`src/rtl/cas_mf_align.sv`:
```
module cas_mf_align #(
  parameter int FRAMES    = 16,
  parameter int TSLOTS    = 32,
  parameter int SIG_TS    = 16,
  parameter int ERR_LIMIT = 2,
  localparam int FW = $clog2(FRAMES),
  localparam int TW = $clog2(TSLOTS),
  localparam int EW = $clog2(ERR_LIMIT + 1)
) (
  input  logic          clk,
  input  logic          rst,
  input  logic          rx_fp,
  input  logic          rx_en,
  input  logic [TW-1:0] rx_ts,
  input  logic [7:0]    rx_byte,
  input  logic          host_reframe,
  input  logic          host_y_manual,
  input  logic          host_y_value,
  input  logic [7:0]    tx_sig_in,
  input  logic          tx_mf_start,
  output logic          mf_unsync,
  output logic [FW-1:0] mf_frame,
  output logic          tx_y,
  output logic [7:0]    tx_sig_out
);

  localparam logic [FW-1:0] LAST_FRAME = FW'(FRAMES - 1);
  localparam logic [EW-1:0] LAST_ERR   = EW'(ERR_LIMIT - 1);

  logic          rf_q, rf_armed, fire;
  logic          sig_hit, mfas_ok, at_f0;
  logic [FW-1:0] fcnt;
  logic [EW-1:0] errs;

  assign sig_hit = rx_en && (rx_ts == TW'(SIG_TS));
  assign mfas_ok = (rx_byte[7:4] == 4'b0000);
  assign at_f0   = (fcnt == '0);
  assign fire    = rf_q && !host_reframe && rf_armed;

  always_ff @(posedge clk) begin
    if (rst) begin
      rf_q     <= 1'b0;
      rf_armed <= 1'b0;
    end else begin
      rf_q <= host_reframe;
      if (!host_reframe)
        rf_armed <= 1'b0;
      else if (rx_fp)
        rf_armed <= 1'b1;
    end
  end

  always_ff @(posedge clk) begin
    if (rst || fire) begin
      mf_unsync <= 1'b1;
      fcnt      <= '0;
      errs      <= '0;
    end else if (mf_unsync) begin
      if (sig_hit && mfas_ok) begin
        mf_unsync <= 1'b0;
        fcnt      <= '0;
        errs      <= '0;
      end
    end else begin
      if (rx_fp)
        fcnt <= (fcnt == LAST_FRAME) ? '0 : fcnt + 1'b1;
      if (sig_hit && at_f0) begin
        if (mfas_ok)
          errs <= '0;
        else if (errs == LAST_ERR) begin
          mf_unsync <= 1'b1;
          fcnt      <= '0;
          errs      <= '0;
        end else
          errs <= errs + 1'b1;
      end
    end
  end

  assign mf_frame   = fcnt;
  assign tx_y       = host_y_manual ? host_y_value : mf_unsync;
  assign tx_sig_out = tx_mf_start ? {tx_sig_in[7:3], tx_y, tx_sig_in[1:0]} : tx_sig_in;


  acquire_chk: assert property (@(posedge clk) disable iff (rst)
    (mf_unsync && !fire && sig_hit && mfas_ok) |=> (!mf_unsync && mf_frame == '0));


  advance_chk: assert property (@(posedge clk) disable iff (rst)
    (!mf_unsync && !fire && rx_fp && !(sig_hit && at_f0 && !mfas_ok))
      |=> (mf_frame == $past(mf_frame) + 1'b1));


  single_err_chk: assert property (@(posedge clk) disable iff (rst)
    (!mf_unsync && !fire && sig_hit && at_f0 && !mfas_ok && errs != LAST_ERR) |=> !mf_unsync);


  loss_chk: assert property (@(posedge clk) disable iff (rst)
    (!mf_unsync && !fire && sig_hit && at_f0 && !mfas_ok && errs == LAST_ERR)
      |=> (mf_unsync && mf_frame == '0));


  reframe_chk: assert property (@(posedge clk) disable iff (rst)
    fire |=> mf_unsync);


  no_early_chk: assert property (@(posedge clk) disable iff (rst)
    (!mf_unsync && host_reframe && !(sig_hit && at_f0 && !mfas_ok)) |=> !mf_unsync);

endmodule

```
`config.mk`:
```
export PLATFORM = sky130hd
export DESIGN_NAME = cas_mf_align
export DESIGN_NICKNAME = d
export VERILOG_FILES = /design/src/rtl/cas_mf_align.sv
export SDC_FILE = /design/constraint.sdc
export NUM_CORES = 1
export LEC_CHECK = 0
export ABC_AREA = 1
export BUFFER_PORTS_ARGS = -buffer_cell sky130_fd_sc_hd__buf_2
export CORE_AREA = 2 2 40 42
export CTS_BUF_LIST = sky130_fd_sc_hd__clkbuf_8
export DETAILED_ROUTE_END_ITERATION = 16
export DIE_AREA = 0 0 42 44
export HOLD_SLACK_MARGIN = 0.06
export MAX_ROUTING_LAYER = met4
export PLACE_DENSITY = 0.77
export SYNTH_ARGS = -nofsm -noshare
export SYNTH_HDL_FRONTEND = slang
export SYNTH_SLANG_ARGS = --single-unit
```
`constraint.sdc`:
```
create_clock -name clk -period 3.6 [get_ports clk]
set_clock_uncertainty 0.1 [all_clocks]
set_input_delay 0.54 -clock clk [delete_from_list [all_inputs] [get_ports clk]]
set_output_delay 0.54 -clock clk [all_outputs]
set_load 0.02 [all_outputs]
```
==> flow_metrics.py, run 1 <==
metrics = {
    "die": {
        "die_area_mm2": 0.00185,
        "die_h_um": 44,
        "ios": 43,
        "core_mm2": 0.00142,
        "fp.dieW_um": 42,
        "floorplan.initialDensity_pct": 39.7,
        "rows": 14,
    },
    "worst_setup_path": {
        "r2r_setup_slack_ns": 2.17,
        "timing.rr.end": "mf_frame[1]",
        "worstSetupPathType": "register to output pin",
        "cp-start-kind": "register",
        "cp.arrival_ns": 1.22,
        "crit_path_end_kind": "output pin",
        "worstReg2RegStart": "mf_frame[0]",
        "timing.critical_path.from": "mf_unsync",
        "crit_fanout": 7,
        "cp.required_ns": 2.96,
        "r2r_cells": 5,
    },
    "global_route": {
        "grt_first_pass_wirelength_mm": 1.81,
        "track_usage_pct": 13.4,
        "antenna_found_initial": 0,
        "grt_max_degree": 8,
        "gr-total-overflow": 0,
        "grt_pass1_vias": 457,
    },
    "power": {
        "p_per_area_mw_per_mm2": 339,
        "ir_drop_v": 0.000225,
        "power_mw": 0.236,
        "leakage_nw": 0.336,
    },
    "layout": {
        "areaGrowthSynthToFinish_pct": 23.6,
        "final_util_pct": 49.0,
        "final_nets": 134,
        "layout-drive-gt1-share_pct": 33.3,
        "layout_commonest_cell": "buf_2",
        "layout_common_cells": "buf_2, nand2_1, nor2_1",
        "finalNonFillerCells": 118,
        "fillerInstances": 142,
        "final_area_um2": 696,
        "n_antenna_cell": 0,
    },
    "logic_synthesis": {
        "synth_cell_types": 21,
        "syn_area_per_cell_um2": 6.95,
        "synthTopCellsByArea": "dfxtp_1, buf_4, nand2_1, nor2_1, nand3_1",
        "ys_seq_area_share_pct": 32.0,
        "yosys.area.top_type_share_pct": 32.0,
        "synth_area_um2": 563,
        "synthCells": 81,
        "ys_warn_count": 0,
        "syn_nets": 112,
        "yosys_register_bits": 9,
        "synth_top_area_cell": "dfxtp_1",
    },
    "sta": {
        "drv_slew": 0,
        "post-route-period-util_pct": 51.6,
        "setup-violations-final": 0,
        "fin_crit_ns": 1.86,
        "finalSetupTns_ns": 0,
        "rsz0062_at_grt": "false",
        "max_freq_mhz": 538,
        "hold-worst-slack_ns": 0.335,
        "max-slew-margin-rel_pct": 70.1,
        "worst_pin_slew_ns": 0.447,
        "hold_viol": 0,
        "layout_setup_ws_ns": 1.74,
    },
    "detailed_routing": {
        "vias": 563,
        "ant_nets": 0,
        "first_iter_violations": 6,
        "first_pass_iters": 4,
        "wl_per_cell_um": 9.36,
        "post_drt_via_cell_ratio": 4.77,
        "routed_wl_mm": 1.10,
        "drcViolationCount": 0,
    },
    "clock_tree": {
        "clock_sinks": 9,
        "cts_tree": "yes",
        "cts_buffer_depth": 2,
        "cts.reportedPaths.clkPinSlew_ns": 0.04,
        "numCtsBuffers": 3,
        "postCtsSetupBuffers": 0,
        "ctsRootBufferMaster": "clkbuf_8",
        "htree_levels": 1,
        "insertion_delay_ns": 0.23,
        "holdBufCountCts": 0,
        "postCtsResizedCells": 0,
    },
    "worst_hold_path": {
        "holdPathStages": 2,
        "hold_end": "errs[1]",
        "worstHoldStart": "errs[1]",
        "hp-class": "register to register",
    },
    "status": {
        "status": "completed",
    },
    "placed_design": {
        "gp_congestion": 0.830,
        "place_area_um2": 651,
        "hpwl_um": 886,
        "place_inst": 114,
        "port_buffers": 24,
        "pre_cts_slack_ns": 1.78,
    },
    "job": {
        "cap_violations": 0,
    },
}
## Yosys cell counts
| cell | number |
|---|---|
| inv_1 | 8 |
| a31oi_1 | 1 |
| buf_4 | 7 |
| nand3_1 | 8 |
| o21ai_0 | 1 |
| nand2_1 | 14 |
| a21oi_1 | 5 |
| mux2_1 | 1 |
| o21ai_1 | 2 |
| mux2_2 | 1 |
| o21a_1 | 1 |
| o21bai_1 | 1 |
| dfxtp_1 | 9 |
| o211ai_1 | 1 |
| xor2_1 | 1 |
| nor2_1 | 12 |
| ha_1 | 2 |
| nor2_2 | 2 |
| a21oi_2 | 1 |
| nand2_2 | 2 |
| inv_2 | 1 |
## flip-flops by register name, indices dropped and copies added (netlist names)
| register | count |
|---|---|
| mf_frame | 4 |
| errs | 2 |
| mf_unsync | 1 |
| rf_armed | 1 |
| rf_q | 1 |
## metal layers
| layer | track usage [%] | vias up | part of all wire (%) |
|---|---|---|---|
| li1 | - | 299 | - |
| met1 | 15.4 | 233 | 42 |
| met2 | 20.0 | 28 | 43 |
| met3 | 4.58 | 3 | 13 |
| met4 | 8.39 | 0 | 1.9 |
| met5 | - | - | 0 |
## how the worst max path moves through the flow
stage                               end  cells after the start
final                     tx_sig_out[2]                      4
after global placement    tx_sig_out[2]                      5
after floorplan           tx_sig_out[2]                      3
after global routing      tx_sig_out[2]                      4
after detailed placement  tx_sig_out[2]                      5
after CTS                 tx_sig_out[2]                      4
## worst max-delay path: stages (launching register included)
cell and delay [ns]:
dfxtp_1 0.43, inv_2 0.10, o21ai_1 0.15, mux2_2 0.16, buf_2 0.15
## cell families (layout without fill, tap and decap cells)
kind of cell,count (synthesis),in the layout,synth area share (%)
AO/OA/AOI/OAI,13,13,13.8
XOR/XNOR,1,1,1.56
adder cells (fa/ha/maj),2,2,4.44
buffers and inverters,16,37,15.3
flip-flops,9,9,32.0
multiplexers,2,2,4.00
AND/OR/NAND/NOR,38,38,28.9
## report_power, final
group	switching [mW]	internal (mW)	total [mW]	leakage, nW
registers	0.000450	0.101	0.102	0.0730
clock network	0.0385	0.0741	0.113	0.0269
logic	0.0107	0.0110	0.0218	0.236
## final cells by class
class	count	area (um2)	share of cell area [%]
Timing Repair Buffer	24	120	17.3
Tap cell	16	20.0	2.88
Clock buffer	3	41.3	5.94
Clock inverter	1	3.75	0.540
Inverter	9	33.8	4.86
Multi-Input combinational cell	56	297	42.6
Sequential cell	9	180	25.9
Note: power is estimated with default switching activity, not from simulation.
==> run 2, diff against run 1 <==
==> config.mk (replaced) <==
export PLATFORM = sky130hd
export DESIGN_NAME = cas_mf_align
export DESIGN_NICKNAME = d
export VERILOG_FILES = /design/src/rtl/cas_mf_align.sv
export SDC_FILE = /design/constraint.sdc
export NUM_CORES = 1
export LEC_CHECK = 0
export ABC_AREA = 0
export BUFFER_PORTS_ARGS = -buffer_cell sky130_fd_sc_hd__buf_2
export CORE_AREA = 2 2 44 46
export CTS_BUF_LIST = sky130_fd_sc_hd__clkbuf_8
export DETAILED_ROUTE_END_ITERATION = 16
export DIE_AREA = 0 0 46 48
export HOLD_SLACK_MARGIN = 0.06
export MAX_ROUTING_LAYER = met4
export PLACE_DENSITY = 0.69
export SYNTH_ARGS = -nofsm -noshare
export SYNTH_HDL_FRONTEND = slang
export SYNTH_SLANG_ARGS = --single-unit
==> constraint.sdc (replaced) <==
create_clock -name clk -period 1.7 [get_ports clk]
set_clock_uncertainty 0.1 [all_clocks]
set_input_delay 0.255 -clock clk [delete_from_list [all_inputs] [get_ports clk]]
set_output_delay 0.255 -clock clk [all_outputs]
set_load 0.02 [all_outputs]
==> flow_metrics.py, run 2 <==
metrics = {
    "status": {
        "status": "completed",
    },
    "sta": {
        "drv_slew": 0,
        "worst_pin_slew_ns": 0.461,
        "hold_viol": 0,
        "setup-violations-final": 0,
        "post-route-period-util_pct": 91.0,
        "rsz0062_at_grt": "false",
        "finalSetupTns_ns": 0,
        "hold-worst-slack_ns": 0.107,
        "max_freq_mhz": 646,
        "fin_crit_ns": 1.55,
        "max-slew-margin-rel_pct": 68.8,
    },
    "logic_synthesis": {
        "synth_area_um2": 599,
        "yosys.area.top_type_share_pct": 30.1,
        "ys_seq_area_share_pct": 30.1,
        "ys_async_sr_fraction_pct": 0,
        "yosysMostFrequentCell": "dfxtp_1",
        "yosys_register_bits": 9,
        "yosys-top-cells-count": "dfxtp_1, buf_4, inv_1, nor2_1",
        "synth_top_flop_cell": "dfxtp_1",
        "synthCells": 70,
        "synth_edf_count": 0,
        "syn_nets": 101,
        "syn_area_per_cell_um2": 8.56,
        "ys_warn_count": 0,
        "synth_cell_types": 31,
        "synthTopCellsByArea": "dfxtp_1, buf_4, a41oi_4, ha_1, nand4_1",
        "synth_top_area_cell": "dfxtp_1",
    },
    "clock_tree": {
        "insertion_delay_ns": 0.23,
        "ctsRootBufferMaster": "clkbuf_8",
        "cts_buffer_depth": 2,
        "htree_levels": 1,
        "postCtsResizedCells": 0,
        "postCtsSetupBuffers": 0,
        "cts_tree": "yes",
        "clock_sinks": 9,
        "numCtsBuffers": 3,
        "cts.reportedPaths.clkPinSlew_ns": 0.05,
        "holdBufCountCts": 0,
    },
    "worst_setup_path": {
        "cp-start-kind": "register",
        "timing.rr.end": "mf_frame[2]",
        "crit_path_end_kind": "register",
        "r2r_setup_slack_ns": 0.15,
        "worstReg2RegStart": "mf_frame[0]",
        "cp.arrival_ns": 1.60,
        "r2r_cells": 6,
        "endpoint": "mf_frame[2]",
        "crit_fanout": 6,
        "worstSetupPathType": "register to register",
        "cp.required_ns": 1.76,
        "timing.critical_path.from": "mf_frame[0]",
    },
    "detailed_routing": {
        "ant_nets": 0,
        "drcViolationCount": 0,
        "first_pass_iters": 4,
        "first_iter_violations": 6,
        "wl_per_cell_um": 12.6,
        "vias": 630,
        "post_drt_via_cell_ratio": 5.58,
        "routed_wl_mm": 1.43,
    },
    "job": {
        "cap_violations": 0,
    },
    "die": {
        "rows": 15,
        "core_mm2": 0.00169,
        "die_area_mm2": 0.00221,
        "die_h_um": 48,
        "floorplan.initialDensity_pct": 35.5,
        "fp.dieW_um": 46,
        "ios": 43,
    },
    "global_route": {
        "antenna_found_initial": 0,
        "grt_pass1_vias": 557,
        "gr-total-overflow": 0,
        "track_usage_pct": 14.2,
        "grt_first_pass_wirelength_mm": 2.19,
        "grt_max_degree": 10,
    },
    "power": {
        "leakage_nw": 0.333,
        "ir_drop_v": 0.000639,
        "p_per_area_mw_per_mm2": 657,
    },
    "layout": {
        "finalNonFillerCells": 113,
        "largest_register_ffs": 4,
        "layout-drive-gt1-share_pct": 43.8,
        "layout_common_cells": "buf_2, dfxtp_1, inv_1, buf_4, nor2_1",
        "final_nets": 128,
        "n_antenna_cell": 0,
        "areaGrowthSynthToFinish_pct": 30.1,
        "layout_commonest_cell": "buf_2",
    },
    "worst_hold_path": {
        "hp-class": "input port to register",
    },
    "placed_design": {
        "gp_congestion": 0.823,
        "hpwl_mm": 1.15,
        "port_buffers": 24,
        "place_inst": 109,
    },
}
-- run 2: cell count changes after synthesis, moves of 2 or more --
| cell | previous run | this run |
|---|---|---|
| a41oi_1 | 0 | 2 |
| nand3_1 | 8 | 3 |
| nand2_2 | 2 | 0 |
| inv_1 | 8 | 5 |
| nor2_2 | 2 | 0 |
| nand2_1 | 14 | 3 |
| a31oi_1 | 1 | 3 |
| nor2_1 | 12 | 5 |
| nand4_1 | 0 | 4 |
| o21ai_1 | 2 | 0 |
| nor3_1 | 0 | 3 |
-- run 2: cells by family after synthesis --
logic type               count (synthesis)  share of synthesized area, %
AND/OR/NAND/NOR                         27                          27.3
AO/OA/AOI/OAI                           18                          24.0
buffers and inverters                   13                          12.5
flip-flops                               9                          30.1
adder cells (fa/ha/maj)                  2                          4.17
multiplexers                             1                          1.88
-- run 2: layout make-up --
cell class / instances / area [um2]
inverters: 5 / 18.8
clock buffers: 3 / 41.3
flip-flops and latches: 9 / 181
well taps: 17 / 21.3
fillers: 185 / 910
clock inverters: 1 / 3.75
repair buffers: 30 / 165
multi-input cells: 48 / 348
-- run 2: worst min path at each step --
stage,start,end,slack [ns],depth (start not counted)
floorplan,rst,rf_q,0.24,1
global placement,rst,rf_q,0.34,2
detailed placement,rst,rf_q,0.35,2
CTS,rst,rf_q,0.11,2
global route,rst,rf_q,0.12,2
finish,rst,rf_q,0.11,2
-- run 2: power by group --
part           internal [mW]  switching [mW]  leakage [nW]  total (mW)
logic                 0.0266          0.0270         0.232      0.0535
registers              0.214        0.000855        0.0735       0.215
clock network          0.157          0.0862        0.0269       0.244
-- run 2: metrics by stage --
stage               total power [mW]  cell area (um2)  util, %  worst slack (ns)
finish                         0.512              779     46.1             0.153
global route                   0.537              779     46.1            0.0391
CTS                            0.518              779     46.1             0.142
detailed placement             0.273              734     43.5           -0.0389
global placement               0.271              734     43.5           -0.0215
floorplan                      0.266              604        -            0.0254
-- run 2: critical path, stage by stage (launching register included) --
cell	delay, ns
dfxtp_2	0.32
inv_1	0.05
ha_1	0.18
nor3b_2	0.17
a41oi_4	0.31
a31oi_1	0.14
a211oi_2	0.19
-- run 2: per-layer routing --
metal  vias up  GRT usage [%]  share of wire (%)
li1        311              -                  -
met1       282           15.0                 43
met2        31           25.3                 45
met3         6           2.26                9.7
met4         0           7.43                2.2
met5         -              -                  0
==> run 3, diff against run 2 <==
==> config.mk (replaced) <==
export PLATFORM = sky130hd
export DESIGN_NAME = cas_mf_align
export DESIGN_NICKNAME = d
export VERILOG_FILES = /design/src/rtl/cas_mf_align.sv
export SDC_FILE = /design/constraint.sdc
export NUM_CORES = 1
export LEC_CHECK = 0
export ABC_AREA = 0
export BUFFER_PORTS_ARGS = -buffer_cell sky130_fd_sc_hd__clkbuf_2
export CORE_AREA = 2 2 45 47
export CTS_BUF_LIST = sky130_fd_sc_hd__clkbuf_8
export DETAILED_ROUTE_END_ITERATION = 16
export DIE_AREA = 0 0 47 49
export HOLD_SLACK_MARGIN = 0.06
export MAX_ROUTING_LAYER = met4
export PLACE_DENSITY = 0.66
export SYNTH_ARGS = -nofsm -noshare
export SYNTH_HDL_FRONTEND = slang
export SYNTH_SLANG_ARGS = --single-unit
==> flow_metrics.py, run 3 (same netlist as run 2, synthesis figures left out) <==
metrics = {
    "worst_setup_path": {
        "slowest_stage": "dfxtp_2",
        "r2r_cells": 6,
        "worstPathCellList": "inv_1, ha_1, nor3b_2, a41oi_4, a21oi_1, a211oi_2",
        "cp.required_ns": 1.76,
        "crit_fanout": 6,
        "cp.arrival_ns": 1.63,
        "crit_path_end_kind": "register",
        "cp-start-kind": "register",
        "r2r_setup_slack_ns": 0.12,
        "path_delay_family": "compound AO/OA/AOI/OAI gates",
        "worstSetupPathType": "register to register",
        "critPathBufInv": 1,
        "timing.rr.end": "mf_frame[2]",
        "cpPeakStageDelay_ns": 0.32,
        "worstReg2RegStart": "mf_frame[0]",
    },
    "global_route": {
        "grt_pass1_vias": 583,
        "track_usage_pct": 13.9,
        "grt_first_pass_wirelength_mm": 2.25,
        "antenna_found_initial": 0,
        "gr-total-overflow": 0,
        "grt_max_degree": 10,
    },
    "detailed_routing": {
        "ant_nets": 0,
        "drcViolationCount": 0,
        "first_pass_iters": 4,
        "wl_per_cell_um": 11.8,
        "vias": 629,
        "routed_wl_mm": 1.46,
        "first_iter_violations": 12,
        "post_drt_via_cell_ratio": 5.11,
    },
    "worst_hold_path": {
        "hold_end": "rf_q",
        "hp-class": "input port to register",
        "holdPathStages": 2,
        "worstHoldStart": "rst",
    },
    "sta": {
        "rsz0062_at_grt": "false",
        "worst_pin_slew_ns": 0.436,
        "setup-violations-final": 0,
        "hold_viol": 0,
        "post-route-period-util_pct": 92.8,
        "hold-worst-slack_ns": 0.116,
        "finalSetupTns_ns": 0,
        "fin_crit_ns": 1.58,
        "layout_setup_ws_ns": 0.122,
        "max_freq_mhz": 634,
        "max-slew-margin-rel_pct": 70.6,
        "drv_slew": 0,
    },
    "clock_tree": {
        "postCtsSetupBuffers": 0,
        "cts_tree": "yes",
        "htree_levels": 1,
        "clock_sinks": 9,
        "ctsRootBufferMaster": "clkbuf_8",
        "insertion_delay_ns": 0.23,
        "numCtsBuffers": 3,
        "holdBufCountCts": 0,
        "postCtsResizedCells": 0,
        "cts_buffer_depth": 2,
        "cts.reportedPaths.clkPinSlew_ns": 0.04,
    },
    "layout": {
        "layout_common_cells": "clkbuf_2, dfxtp_1, inv_1, buf_4, nor2_1",
        "layout-drive-gt1-share_pct": 43.8,
        "fillerInstances": 215,
        "largest_register_ffs": 4,
        "n_antenna_cell": 0,
        "final_util_pct": 43.0,
        "final_nets": 128,
        "layout_commonest_cell": "clkbuf_2",
        "areaGrowthSynthToFinish_pct": 32.2,
    },
    "power": {
        "leakage_nw": 0.335,
        "ir_drop_v": 0.000416,
        "p_int_mw": 0.398,
        "p_per_area_mw_per_mm2": 648,
        "p_clk_share_pct": 47.6,
        "p_sw_share_pct": 22.4,
        "netSwitchingPower_mw": 0.115,
        "power_frac_seq_pct": 41.9,
        "combinationalPowerShare_pct": 10.5,
    },
    "placed_design": {
        "port_buffers": 24,
        "pre_cts_slack_ns": -0.0551,
        "hpwl_mm": 1.16,
        "gp_congestion": 0.776,
    },
    "die": {
        "ios": 43,
        "floorplan.initialDensity_pct": 32.5,
        "rows": 16,
        "core_mm2": 0.00184,
        "die_area_mm2": 0.00230,
        "fp.dieW_um": 47,
        "die_h_um": 49,
    },
    "status": {
        "status": "completed",
    },
    "job": {
        "cap_violations": 0,
    },
}
run 3: cell types whose count changed in the layout (fill, tap and decap cells not counted), sizes merged:
cell    previous run  this run
buf               30         6
clkbuf             3        27
run 3: stage by stage:
stage | instance area, um2 | power (mW) | instances
finish | 792 | 0.513 | 123
global route | 792 | 0.537 | 123
CTS | 792 | 0.524 | 123
detailed placement | 747 | 0.273 | 119
global placement | 747 | 0.271 | 119
floorplan | 604 | 0.266 | 70
run 3: final cells by class:
type / instances / area, um2 / share of cell area (%)
clock buffers: 3 / 41.3 / 5.21
clock inverters: 1 / 3.75 / 0.474
inverters: 5 / 18.8 / 2.37
multi-input cells: 48 / 348 / 43.9
flip-flops and latches: 9 / 181 / 22.9
well taps: 27 / 33.8 / 4.27
repair buffers: 30 / 165 / 20.9
run 3: power by group through the flow:
stage | clock network (mW) | logic, mW | registers, mW
final | 0.244 | 0.0538 | 0.215
after CTS | 0.255 | 0.0547 | 0.215
after detailed placement | 0 | 0.0544 | 0.219
after global routing | 0.264 | 0.0585 | 0.215
after floorplan | 0 | 0.0472 | 0.219
after global placement | 0 | 0.0523 | 0.219
run 3: routing by layer:
layer / vias up / global-route usage (%) / part of all wire, %
met3: 11 / 4.07 / 8.4
li1: 309 / - / -
met1: 282 / 14.5 / 41
met5: - / - / 0
met2: 27 / 20.8 / 47
met4: 0 / 11.1 / 3.2
run 3: how the worst max path moves through the flow:
stage	depth (start not counted)	from	slack (ns)	to
after global placement	5	rx_byte[5]	-0.01	mf_frame[2]
after global routing	6	mf_frame[1]	0.05	mf_frame[2]
after floorplan	6	mf_frame[1]	0.03	mf_frame[2]
after CTS	6	mf_frame[0]	0.11	mf_frame[2]
final	6	mf_frame[0]	0.12	mf_frame[2]
after detailed placement	5	rx_byte[5]	-0.06	mf_frame[2]
